--- src/rtl/mmo_pkg.sv ---
package mmo_pkg;
  localparam int BYTE_W   = 8;
  localparam int OFF_DATA = 1;
  localparam int OFF_STAT = 3;
  localparam int OFF_VEC  = 5;
  localparam int BIT_RDY  = 7;
  localparam int BIT_EN   = 2;
  localparam int BIT_INT  = 1;
  localparam int BIT_ERR  = 0;

  typedef enum logic [1:0] {SEL_NONE, SEL_DATA, SEL_STAT, SEL_VEC} regsel_e;

  function automatic logic [BYTE_W-1:0] pack_status(input logic rdy, input logic en,
                                                    input logic req, input logic err);
    logic [BYTE_W-1:0] s;
    s          = '0;
    s[BIT_RDY] = rdy;
    s[BIT_EN]  = en;
    s[BIT_INT] = req;
    s[BIT_ERR] = err;
    return s;
  endfunction
endpackage

--- src/rtl/mmo_decode.sv ---
module mmo_decode
  import mmo_pkg::*;
#(
  parameter int          ADDR_W = 16,
  parameter int unsigned BASE   = 32'h8000
) (
  input  logic              bus_sel,
  input  logic              bus_wr,
  input  logic              bus_rd,
  input  logic [ADDR_W-1:0] bus_addr,
  output regsel_e           wsel,
  output regsel_e           rsel
);
  localparam logic [ADDR_W-1:0] A_DATA = ADDR_W'(BASE + OFF_DATA);
  localparam logic [ADDR_W-1:0] A_STAT = ADDR_W'(BASE + OFF_STAT);
  localparam logic [ADDR_W-1:0] A_VEC  = ADDR_W'(BASE + OFF_VEC);

  function automatic regsel_e lookup(input logic [ADDR_W-1:0] a);
    if (a == A_DATA)      return SEL_DATA;
    else if (a == A_STAT) return SEL_STAT;
    else if (a == A_VEC)  return SEL_VEC;
    else                  return SEL_NONE;
  endfunction

  regsel_e hit;
  always_comb begin
    hit  = lookup(bus_addr);
    wsel = (bus_sel && bus_wr) ? hit : SEL_NONE;
    rsel = (bus_sel && bus_rd) ? hit : SEL_NONE;
  end
endmodule

--- src/rtl/mmo_txbuf.sv ---
module mmo_txbuf #(
  parameter int W = 8
) (
  input  logic         clk,
  input  logic         rst_n,
  input  logic         wr_data,
  input  logic [W-1:0] wdata,
  input  logic         dev_ready,
  output logic         dev_valid,
  output logic [W-1:0] dev_data,
  output logic         rdy,
  output logic         overrun,
  output logic         hs_done
);
  logic         full_q;
  logic [W-1:0] hold_q;
  logic         accept;

  assign accept    = wr_data && !full_q;
  assign overrun   = wr_data && full_q;
  assign hs_done   = full_q && dev_ready;
  assign rdy       = !full_q;
  assign dev_valid = full_q;
  assign dev_data  = hold_q;

  always_ff @(posedge clk or negedge rst_n) begin
    if (!rst_n) begin
      full_q <= 1'b0;
      hold_q <= '0;
    end else begin
      if (accept) begin
        full_q <= 1'b1;
        hold_q <= wdata;
      end else if (hs_done) begin
        full_q <= 1'b0;
      end
    end
  end

  // offered byte held until taken
  p_valid_hold_r3: assert property (@(posedge clk) disable iff (!rst_n)
    (dev_valid && !dev_ready) |=> (dev_valid && $stable(dev_data)));
  // completed handshake frees the port
  p_rdy_after_hs_r3: assert property (@(posedge clk) disable iff (!rst_n)
    hs_done |=> rdy);
  // dropped byte leaves held byte untouched
  p_drop_keeps_r4: assert property (@(posedge clk) disable iff (!rst_n)
    overrun |=> $stable(dev_data));
endmodule

--- src/rtl/mmo_ctrl.sv ---
module mmo_ctrl
  import mmo_pkg::*;
(
  input  logic              clk,
  input  logic              rst_n,
  input  logic              wr_stat,
  input  logic              wr_vec,
  input  logic [BYTE_W-1:0] wdata,
  input  logic              overrun,
  input  logic              rdy,
  output logic              en,
  output logic              err,
  output logic              req,
  output logic [BYTE_W-1:0] vec
);
  logic              en_q;
  logic              err_q;
  logic [BYTE_W-1:0] vec_q;
  logic              err_clr;

  assign err_clr = wr_stat && wdata[BIT_ERR];

  always_ff @(posedge clk or negedge rst_n) begin
    if (!rst_n) begin
      en_q  <= 1'b0;
      err_q <= 1'b0;
      vec_q <= '0;
    end else begin
      if (wr_stat) en_q <= wdata[BIT_EN];
      if (overrun)      err_q <= 1'b1;
      else if (err_clr) err_q <= 1'b0;
      if (wr_vec) vec_q <= wdata;
    end
  end

  assign en  = en_q;
  assign err = err_q;
  assign vec = vec_q;
  assign req = rdy && en_q;

  // overrun is sticky
  p_err_set_r4: assert property (@(posedge clk) disable iff (!rst_n)
    overrun |=> err);
  // clear request with no overrun empties flag
  p_err_clear_r5: assert property (@(posedge clk) disable iff (!rst_n)
    (err_clr && !overrun) |=> !err);
  // request never without enable
  p_irq_gate_r6: assert property (@(posedge clk) disable iff (!rst_n)
    req |-> en);
  // vector changes only on its own write
  p_vec_hold_r10: assert property (@(posedge clk) disable iff (!rst_n)
    !wr_vec |=> $stable(vec));
endmodule

--- src/rtl/mmio_out_port.sv ---
module mmio_out_port
  import mmo_pkg::*;
#(
  parameter int          ADDR_W = 16,
  parameter int unsigned BASE   = 32'h8000
) (
  input  logic              clk,
  input  logic              rst_n,
  input  logic              bus_sel,
  input  logic              bus_wr,
  input  logic              bus_rd,
  input  logic [ADDR_W-1:0] bus_addr,
  input  logic [7:0]        bus_wdata,
  output logic [7:0]        bus_rdata,
  input  logic              int_ack,
  output logic              irq,
  output logic              dev_valid,
  output logic [7:0]        dev_data,
  input  logic              dev_ready
);
  regsel_e           wsel, rsel;
  logic              wr_data, wr_stat, wr_vec;
  logic              rdy, overrun, hs_done;
  logic              en, err, req;
  logic [BYTE_W-1:0] vec;

  mmo_decode #(.ADDR_W(ADDR_W), .BASE(BASE)) u_dec (
    .bus_sel(bus_sel), .bus_wr(bus_wr), .bus_rd(bus_rd),
    .bus_addr(bus_addr), .wsel(wsel), .rsel(rsel)
  );

  assign wr_data = (wsel == SEL_DATA);
  assign wr_stat = (wsel == SEL_STAT);
  assign wr_vec  = (wsel == SEL_VEC);

  mmo_txbuf #(.W(BYTE_W)) u_tx (
    .clk(clk), .rst_n(rst_n), .wr_data(wr_data), .wdata(bus_wdata),
    .dev_ready(dev_ready), .dev_valid(dev_valid), .dev_data(dev_data),
    .rdy(rdy), .overrun(overrun), .hs_done(hs_done)
  );

  mmo_ctrl u_ctrl (
    .clk(clk), .rst_n(rst_n), .wr_stat(wr_stat), .wr_vec(wr_vec),
    .wdata(bus_wdata), .overrun(overrun), .rdy(rdy),
    .en(en), .err(err), .req(req), .vec(vec)
  );

  assign irq = req;

  always_comb begin
    if (int_ack) bus_rdata = vec;
    else begin
      unique case (rsel)
        SEL_DATA: bus_rdata = dev_data;
        SEL_STAT: bus_rdata = pack_status(rdy, en, req, err);
        SEL_VEC:  bus_rdata = vec;
        default:  bus_rdata = '0;
      endcase
    end
  end

  // request line follows readiness once enabled
  p_irq_ready_r6: assert property (@(posedge clk) disable iff (!rst_n)
    (hs_done && en && !wr_stat) |=> irq);
  // accepted byte is offered next cycle
  p_offer_r2: assert property (@(posedge clk) disable iff (!rst_n)
    (wr_data && !dev_valid) |=> (dev_valid && dev_data == $past(bus_wdata)));
endmodule

--- config.mk ---
export PLATFORM = sky130hd
export DESIGN_NAME = mmio_out_port
export DESIGN_NICKNAME = d
export VERILOG_FILES = /design/src/rtl/mmo_pkg.sv /design/src/rtl/mmo_decode.sv /design/src/rtl/mmo_txbuf.sv /design/src/rtl/mmo_ctrl.sv /design/src/rtl/mmio_out_port.sv
export SDC_FILE = /design/constraint.sdc
export NUM_CORES = 1
export LEC_CHECK = 0
export BUFFER_PORTS_ARGS = -buffer_cell sky130_fd_sc_hd__buf_2
export CORE_UTILIZATION = 30
export CTS_CLUSTER_SIZE = 8
export DETAILED_ROUTE_END_ITERATION = 6
export PLACE_DENSITY_LB_ADDON = 0.1
export SYNTH_ARGS = -nofsm -noshare
export SYNTH_HDL_FRONTEND = slang
export SYNTH_SLANG_ARGS = --single-unit
--- constraint.sdc ---
create_clock -name clk -period 2.1 [get_ports clk]
set_clock_uncertainty 0.1 [all_clocks]
set_input_delay 0.315 -clock clk [delete_from_list [all_inputs] [get_ports clk]]
set_output_delay 0.315 -clock clk [all_outputs]
set_load 0.02 [all_outputs]
==> metrics.md, run 1 <==
| Metric | Value |
|---|---|
| Outcome | finished, violations left |
| Failing checks | negative setup slack |
| Largest net degree at the start of global routing | 20 |
| Post-Synth Simple-Gate Area | 15.9% |
| # H-tree levels | 1 |
| Final min period | about 2.2 ns |
| Crit path required time | around 1.7 ns |
| Total track usage | roughly 15% |
| # setup viols final | 8 |
| Vias in the first global route | slightly below 900 |
| Layout Cells excl Fill | 184 |
| Die area | 3570 sq um |
| Nets | approximately 170 |
| Met2 GRT Util | between 20% and 30% |
| GR Util met3 | under 10% |
| Num ports | slightly below 50 |
| 1st-iter DRT viols | 4 |
| Core footprint | 3100 sq um |
| Cell row count | 20 |
| Synth cell count leaders | dfrtp_1 (19), mux2_2 (17) |
| Area of the multi-input gates | ~570 sq um |
| Fraction of the mapped netlist area in compound gates | a little over a tenth |
| Crit start category | input pin |
| Sequential cell area | 475 sq um |
| Synth top area cells | dfrtp_1 (48%), mux2_2 (19%), mux2i_1 (4.0%) |
| Crit Path Max Fanout | 4 |
| Most numerous cell in the Yosys netlist | dfrtp_1 |
| Syn avg cell area | 12.8 sq um |
| Worst VDD drop | between 300 and 400 uV |
| Met1 usage | between 10% and 20% |
| Critical Path End Type | output pin |
| Hold WC Path Type | input pin to register |
| Gpl congestion | around 0.76 |
| CTS Buf Count | 3 |
| Starting density of the core | between 30 and 40% |
| Top Usage Layer GRT | met2 |
| Largest family of logic cells by synthesized area | multiplexers |
| Post-synthesis register bit count | 19 |
| Max-capacitance violation count | 0 |
| Fin. max-slew vios | 0 |
| Asr flop ratio synth | 100% |
| Clk buf depth | 2 |
| Lkg Pwr | between 0.0007 and 0.0008 uW |
| Port buffer count | 48 |
| Drt drc | 0 |
| Area grow syn2layout | 52.6% |
| Ys flop type | dfrtp_1 |
| Share of cells above drive strength 1 | roughly 69% |
| Final HPWL DP | about 1900 um |
| Die Ht | approximately 60 um |
| Synthesized area | roughly 1000 sq um |
| Post-synthesis mux area share | 23.1% |
| Via count | between 800 and 900 |
| DP Cell Count | 177 |
| Max Freq | 454 MHz |
| Syn Nets | roughly 110 |
| GRT overflow | 0 |
| Area fraction of the dominant cell type after synthesis | between 40% and 50% |
| Sequential cell area fraction in the yosys report | between 40 and 50% |
| CTS root buf | clkbuf_4 |
| Global-route wire length before repair | between 3000 and 4000 um |
| CTS tree | yes |
| Clock latency on the worst-skew pair | 0.29 ns |
| Critical Path AT | 1.79 ns |
| Post-synth EDFFs | 0 |
| Synth Area in XOR/XNOR | 0% |
| Syn Inst Count | 78 |
| Final worst path period share | 105% |
| Number of diodes | 0 |
| Synth cell types | 28 |
| Final Worst Setup Slack | -0.105 ns |
| Post-route ant nets | 0 |
| Layout Utilization | roughly 50% |
| P per Cell Area | 404 nW/um^2 |
| Dpl ws | -0.220 ns |
| Drt via density | between 4 and 5 |
| Crit Path Category | input pin to output pin |
| Setup total negative slack | -0.764 ns |
| Unrepaired setup endpoints after global routing | yes |
| Filler cells | ~320 |
| Die Span X | around 60 um |
| Routed WL | ~2500 um |
| Drt wl/cell | roughly 13 um |
| Worst slew pin tran | about 0.42 ns |
| Clock Pin Slew Worst Setup and Hold Paths | 0.11 ns |
| Yosys top cell by area | dfrtp_1 |
| Initial antenna violation count | 0 |
| Final hold violation count | 0 |
| Adder-Cell Fraction of Synth Area | 0% |
| Clock sink count | 19 |
| Initial DRT Pass Iterations | 4 |
| Slew Limit Headroom | between 70 and 80% |
| Warning count from the yosys run | 0 |
==> flip-flops by register name (all words and copies together), names as in the netlist <==
name / cells
u_tx.dev_valid: 1
u_ctrl.err: 1
u_tx.dev_data: 8
u_ctrl.vec: 8
u_ctrl.en: 1
==> critical path: stages <==
cell,delay (ns)
buf_6,0.09
or4_4,0.55
nor4_2,0.22
and4b_2,0.33
a22o_1,0.17
buf_6,0.12
==> power by group <==
part	switching (uW)	leakage [uW]	internal, uW
registers	0.0393	0.000266	366
clock network	104	0.0000150	73.7
logic	35.2	0.000487	38.7
==> what timing repair did <==
| item | 4_1_cts | 5_1_grt |
|---|---|---|
| pin swaps | 3 | 5 |
| resized for setup | 15 | 2 |
| buffers inserted | 1 | 1 |
| hold buffers | 1 | 0 |
| endpoints found under the setup margin | 8 | 8 |
| hold endpoints to repair | 19 | 0 |
==> cell families (layout without fill, tap and decap cells) <==
| logic type | count (synthesis) | count (layout) |
|---|---|---|
| compound gates | 13 | 13 |
| buf+inv | 6 | 68 |
| flops | 19 | 19 |
| mux | 21 | 21 |
| simple gates | 19 | 19 |
==> layout by cell type, fill, tap and decap left out, types with 2 or more instances in the layout <==
master	count
a22o_1	4
clkbuf_4	3
nor3_1	3
buf_6	6
mux2_2	17
inv_1	2
buf_4	15
o2bb2ai_2	3
buf_2	40
nor4_2	2
dfrtp_1	19
mux2i_1	4
==> cell type report <==
| class | count | share of cell area (%) |
|---|---|---|
| multi-input cells | 53 | 37.5 |
| repair buffers | 62 | 25.6 |
| clock buffers | 4 | 1.72 |
| flip-flops and latches | 19 | 31.1 |
| inverters | 2 | 0.491 |
| well taps | 44 | 3.60 |
==> layer usage <==
layer  vias up  wire length, um
li1        431                -
met3         2              113
met5         -                0
met1       427             1060
met4         0               17
met2        27             1280
==> metrics by stage <==
step                      total power, uW  hold slack [ns]  cell area, sq um
after detailed placement              441            0.180              1410
after floorplan                       392          -0.0806              1060
after global routing                  652           0.0757              1530
final                                 617           0.0895              1530
after global placement                440            0.177              1410
after CTS                             628           0.0828              1510
==> path summary, 6_finish.rpt <==
path | startpoint | endpoint | slack, ns | cells past startpoint
min in group asynchronous | rst_n | u_tx.dev_data[5] | 0.38 | 2
min | dev_ready | u_tx.dev_valid | 0.09 | 2
max | bus_addr[10] | bus_rdata[5] | -0.10 | 6
min reg2reg | u_ctrl.vec[3] | u_ctrl.vec[3] | 0.42 | 1
max reg2reg | u_tx.dev_valid | u_tx.dev_data[7] | 0.72 | 3
max in group asynchronous | rst_n | u_tx.dev_data[3] | 1.22 | 2
Power figures use the tool's default switching activity.
==> run 2, diff against run 1 <==
Settings changed: BUFFER_PORTS_ARGS -buffer_cell sky130_fd_sc_hd__buf_2 to -buffer_cell sky130_fd_sc_hd__buf_4.
==> metrics.md, run 2 (synthesis results as in run 1) <==
| Metric | Value |
|---|---|
| Crit start category | input pin (unchanged) |
| Final Worst Setup Slack | -0.108 ns (was -0.105 ns) |
| Worst slew pin tran | 0.413 ns (was 0.418 ns) |
| Global-route wire length before repair | 4110 um (was 3930 um) |
| 1st-iter DRT viols | 12 (was 4) |
| Hold WC Path Type | input pin to register (unchanged) |
| Die Ht | 59.8 um (unchanged) |
| Die Span X | 59.8 um (unchanged) |
| Unrepaired setup endpoints after global routing | yes (unchanged) |
| Outcome | finished, violations left (unchanged) |
| Failing checks | negative setup slack (unchanged) |
| Crit Path Category | input pin to output pin (unchanged) |
| Max-capacitance violation count | 0 (unchanged) |
| Gpl congestion | 0.714 (was 0.763) |
| Initial antenna violation count | 0 (unchanged) |
| Final worst path period share | 105% (about the same) |
| Critical Path End Type | output pin (unchanged) |
| Routed WL | 2560 um (was 2480 um) |
| # H-tree levels | 1 (unchanged) |
| Lkg Pwr | 0.000799 uW (was 0.000767 uW) |
| Fin. max-slew vios | 0 (unchanged) |
| Core footprint | 3100 sq um (unchanged) |
| Share of cells above drive strength 1 | 68.8% (was 68.6%) |
| Drt wl/cell | 14.1 um (was 13.5 um) |
| Layout Cells excl Fill | 182 (was 184) |
| Setup total negative slack | -0.636 ns (was -0.764 ns) |
| Final hold violation count | 0 (unchanged) |
| Number of diodes | 0 (unchanged) |
| Clock latency on the worst-skew pair | 0.30 ns (was 0.29 ns) |
| CTS root buf | clkbuf_4 (unchanged) |
| Crit path required time | 1.68 ns (about the same) |
| Vias in the first global route | 893 (was 876) |
| Via count | 901 (was 887) |
| Num ports | 49 (unchanged) |
| Max Freq | 453 MHz (was 454 MHz) |
| Area grow syn2layout | 64.3% (was 52.6%) |
| CTS tree | yes (unchanged) |
| Critical Path AT | 1.79 ns (about the same) |
| DP Cell Count | 175 (was 177) |
| Clk buf depth | 2 (unchanged) |
| Nets | 170 (was 172) |
| GRT overflow | 0 (unchanged) |
| P per Cell Area | 388 nW/um^2 (was 404 nW/um^2) |
| Starting density of the core | 32.3% (unchanged) |
| Slew Limit Headroom | 72.2% (about the same) |
| Post-route ant nets | 0 (unchanged) |
| # setup viols final | 8 (unchanged) |
| Final HPWL DP | 1910 um (was 1920 um) |
| Drt via density | 4.95 (was 4.82) |
| Commonest non-fill, non-tap cell in the layout | buf_4 (was buf_2) |
| Commonest non-fill, non-tap cells in the layout | buf_4 (50), dfrtp_1 (19), mux2_2 (17) (was buf_2 (40), dfrtp_1 (19), mux2_2 (17)) |
| Initial DRT Pass Iterations | 3 (was 4) |
| CTS Buf Count | 3 (unchanged) |
| Final min period | 2.21 ns (was 2.20 ns) |
| Drt drc | 0 (unchanged) |
| Worst VDD drop | 237 uV (was 322 uV) |
| Largest net degree at the start of global routing | 20 (unchanged) |
| Crit Path Max Fanout | 4 (unchanged) |
| Clock Pin Slew Worst Setup and Hold Paths | 0.11 ns (about the same) |
| Port buffer count | 48 (unchanged) |
| Clock sink count | 19 (unchanged) |
| Total track usage | 16.2% (was 15.1%) |
| Die area | 3570 sq um (unchanged) |
| Cell row count | 20 (unchanged) |
[run 2: worst paths after layout]
check | start | to | slack, ns | cells past startpoint
min reg2reg | u_ctrl.vec[3] | u_ctrl.vec[3] | 0.42 | 1
min in group asynchronous | rst_n | u_tx.dev_data[5] | 0.31 | 2
max in group asynchronous | rst_n | u_ctrl.vec[3] | 1.38 | 2
max reg2reg | u_tx.dev_valid | u_tx.dev_data[3] | 0.73 | 3
max | bus_addr[10] | bus_rdata[4] | -0.11 | 6
min | dev_ready | u_tx.dev_valid | 0.10 | 2
[run 2: power breakdown]
part	switching [uW]	leakage (uW)	internal (uW)
sequential	0.0408	0.000266	366
clock	110	0.0000150	74.0
combinational	36.9	0.000519	52.5
[run 2: area by class of cell]
| type | count | area, sq um |
|---|---|---|
| clock buffers | 4 | 26.3 |
| fillers | 310 | 1460 |
| inverters | 2 | 7.51 |
| multi-input cells | 53 | 593 |
| flip-flops and latches | 19 | 475 |
| well taps | 44 | 55.1 |
| repair buffers | 60 | 487 |
[run 2: critical path: stages]
cell and delay (ns):
buf_6 0.09, or4_4 0.56, nor4_2 0.21, and4b_2 0.32, a22o_1 0.17, buf_6 0.12
[run 2: metal layers]
| metal | routed length, um | GRT usage (%) | part of all wire, % | up-vias |
|---|---|---|---|---|
| li1 | - | - | - | 427 |
| met1 | 1050 | 19.1 | 41 | 437 |
| met2 | 1310 | 27.9 | 51 | 31 |
| met3 | 147 | 1.73 | 5.7 | 6 |
| met4 | 53 | 10.3 | 2.1 | 0 |
| met5 | 0 | 0 | 0 | - |
[run 2: per-stage QoR]
step	utilization, %	setup WS (ns)	hold WS (ns)	instance area [sq um]	total power (uW)
floorplan	-	-0.0812	-0.0806	1060	392
global placement	48.9	-0.206	0.105	1520	454
detailed placement	48.9	-0.216	0.106	1520	455
CTS	51.8	-0.117	0.0986	1610	649
global route	53.0	-0.184	0.0880	1640	674
finish	53.0	-0.108	0.101	1640	639
[run 2: repair_timing]
action	CTS	global route
pin swaps	8	8
hold endpoints to repair	19	0
hold buffers	1	0
buffers inserted	2	0
endpoints found under the setup margin	8	8
gates resized for setup	10	8
==> run 3, diff against run 2 <==
Settings changed: CORE_UTILIZATION 30 to 45, SLEW_MARGIN from default to 20.
==> metrics.md, run 3 (synthesis results as in run 1) <==
| Metric | Value |
|---|---|
| Worst reg2reg startpoint | u_tx.dev_valid (unchanged) |
| Design Power | 634 uW (was 639 uW) |
| # H-tree levels | 1 (unchanged) |
| Drt via density | 5.42 (was 4.95) |
| Worst slew pin tran | 0.310 ns (was 0.413 ns) |
| Crit Path Category | input pin to output pin (unchanged) |
| Num ports | 49 (unchanged) |
| Outcome | finished, violations left (unchanged) |
| Lkg Pwr | 0.000783 uW (was 0.000799 uW) |
| Commonest non-fill, non-tap cells in the layout | buf_4 (53), dfrtp_1 (19), mux2_2 (17) (was buf_4 (50), dfrtp_1 (19), mux2_2 (17)) |
| # setup viols final | 8 (unchanged) |
| Final worst path period share | 107% (was 105%) |
| Routed WL | 2420 um (was 2560 um) |
| Clock Pin Slew Worst Setup and Hold Paths | 0.10 ns (was 0.11 ns) |
| Layout Cells excl Fill | 165 (was 182) |
| Worst R2R Setup Slack | 0.76 ns (was 0.73 ns) |
| Cell row count | 16 (was 20) |
| CTS tree | yes (unchanged) |
| Layout Utilization | 79.1% (was 53.0%) |
| 1st-iter DRT viols | 2 (was 12) |
| Number of diodes | 0 (unchanged) |
| Port buffer count | 48 (unchanged) |
| Via count | 894 (was 901) |
| Starting density of the core | 49.5% (was 32.3%) |
| Drt wl/cell | 14.6 um (was 14.1 um) |
| Critical Path End Type | output pin (unchanged) |
| Core footprint | 2020 sq um (was 3100 sq um) |
| Largest net degree at the start of global routing | 20 (unchanged) |
| Die Span X | 49.2 um (was 59.8 um) |
| Crit path required time | 1.68 ns (about the same) |
| Area grow syn2layout | 59.9% (was 64.3%) |
| Drt drc | 0 (unchanged) |
| CTS root buf | clkbuf_4 (unchanged) |
| Hold WC Path Type | input pin to register (unchanged) |
| Max Freq | 446 MHz (was 453 MHz) |
| Die Ht | 49.2 um (was 59.8 um) |
| Slew Limit Headroom | 79.1% (was 72.2%) |
| Clock sink count | 19 (unchanged) |
| Vias in the first global route | 915 (was 893) |
| GRT overflow | 0 (unchanged) |
| # Post-CTS Setup Buffers | 0 (was 2) |
| Final HPWL DP | 1930 um (was 1910 um) |
| Gpl congestion | 0.829 (was 0.714) |
| Commonest non-fill, non-tap cell in the layout | buf_4 (unchanged) |
| Crit Path Max Fanout | 5 (was 4) |
| Nets | 170 (unchanged) |
| Final hold violation count | 0 (unchanged) |
| P per Cell Area | 396 nW/um^2 (was 388 nW/um^2) |
| Setup crit end | bus_rdata[4] (unchanged) |
| Final min period | 2.24 ns (was 2.21 ns) |
| WHS | 0.0982 ns (was 0.101 ns) |
| Initial DRT Pass Iterations | 4 (was 3) |
| Failing checks | negative setup slack (unchanged) |
| Clk buf depth | 2 (unchanged) |
| Global-route wire length before repair | 4130 um (was 4110 um) |
| Initial antenna violation count | 0 (unchanged) |
| Clock latency on the worst-skew pair | 0.29 ns (was 0.30 ns) |
| Crit start category | input pin (unchanged) |
| Max-capacitance violation count | 0 (unchanged) |
| Post-route ant nets | 0 (unchanged) |
| Critical Path AT | 1.83 ns (was 1.79 ns) |
| Reg2Reg Capture Point | u_tx.dev_data[1] (was u_tx.dev_data[3]) |
| Unrepaired setup endpoints after global routing | yes (unchanged) |
| Final Worst Setup Slack | -0.145 ns (was -0.108 ns) |
| Reg2reg path depth | 3 (unchanged) |
| Share of cells above drive strength 1 | 68.8% (unchanged) |
| Worst VDD drop | 382 uV (was 237 uV) |
| Die area | 2420 sq um (was 3570 sq um) |
| Total track usage | 22.7% (was 16.2%) |
| Fin. max-slew vios | 0 (unchanged) |
| DP Cell Count | 160 (was 175) |
| Setup crit start | bus_addr[10] (unchanged) |
| CTS Buf Count | 3 (unchanged) |
==> run 3: changes by cell type in the layout (fill, tap and decap cells not counted) <==
cell,delta
buf_4,+3
buf_6,-3
nor2_2,+1
nor2_4,-1
nor3_2,+1
nor3_4,-1
==> run 3: worst min-delay path by stage <==
stage                     depth (start not counted)      start             end
after floorplan                                   0      rst_n       u_ctrl.en
after global placement                            1      rst_n      u_ctrl.err
after detailed placement                          1      rst_n      u_ctrl.err
after CTS                                         2  dev_ready  u_tx.dev_valid
after global routing                              2  dev_ready  u_tx.dev_valid
final                                             2  dev_ready  u_tx.dev_valid
==> run 3: layer usage <==
metal / GRT usage [%] / vias to the layer above / wire [um]
li1: - / 423 / -
met2: 41.3 / 24 / 1360
met3: 4.98 / 2 / 106
met4: 5.88 / 0 / 10
met5: 0 / - / 0
met1: 26.5 / 445 / 942
==> run 3: worst max-delay path, cell delays in order <==
cell and delay, ns:
buf_6 0.09, or4_4 0.57, nor4_2 0.23, and4b_2 0.33, a22o_1 0.18, buf_6 0.12
==> run 3: cell type report <==
cell class                      count  area [sq um]
Multi-Input combinational cell     53           582
Sequential cell                    19           475
Timing Repair Buffer               60           475
Fill cell                         136           422
Tap cell                           27          33.8
Clock buffer                        4          26.3
Inverter                            2          7.51
==> run 3: power by group <==
group / switching, uW / total [uW] / internal (uW)
logic: 36.0 / 88.0 / 51.9
registers: 0.0424 / 366 / 366
clock network: 107 / 181 / 74.0
total: 143 / 634 / 492
==> run 3: timing repair <==
action / in CTS / in global routing
resized for setup: 12 / 1
endpoints found under the hold margin: 19 / 0
hold buffers: 1 / 0
pin swaps: 7 / 4
endpoints found under the setup margin: 8 / 8
==> run 3: through the flow <==
stage	setup TNS [ns]	cell area, sq um	worst slack [ns]
global route	-1.46	1600	-0.225
finish	-0.882	1600	-0.145
global placement	-2.81	1510	-0.182
CTS	-0.821	1590	-0.134
floorplan	-0.250	1060	-0.0812
detailed placement	-3.20	1510	-0.218
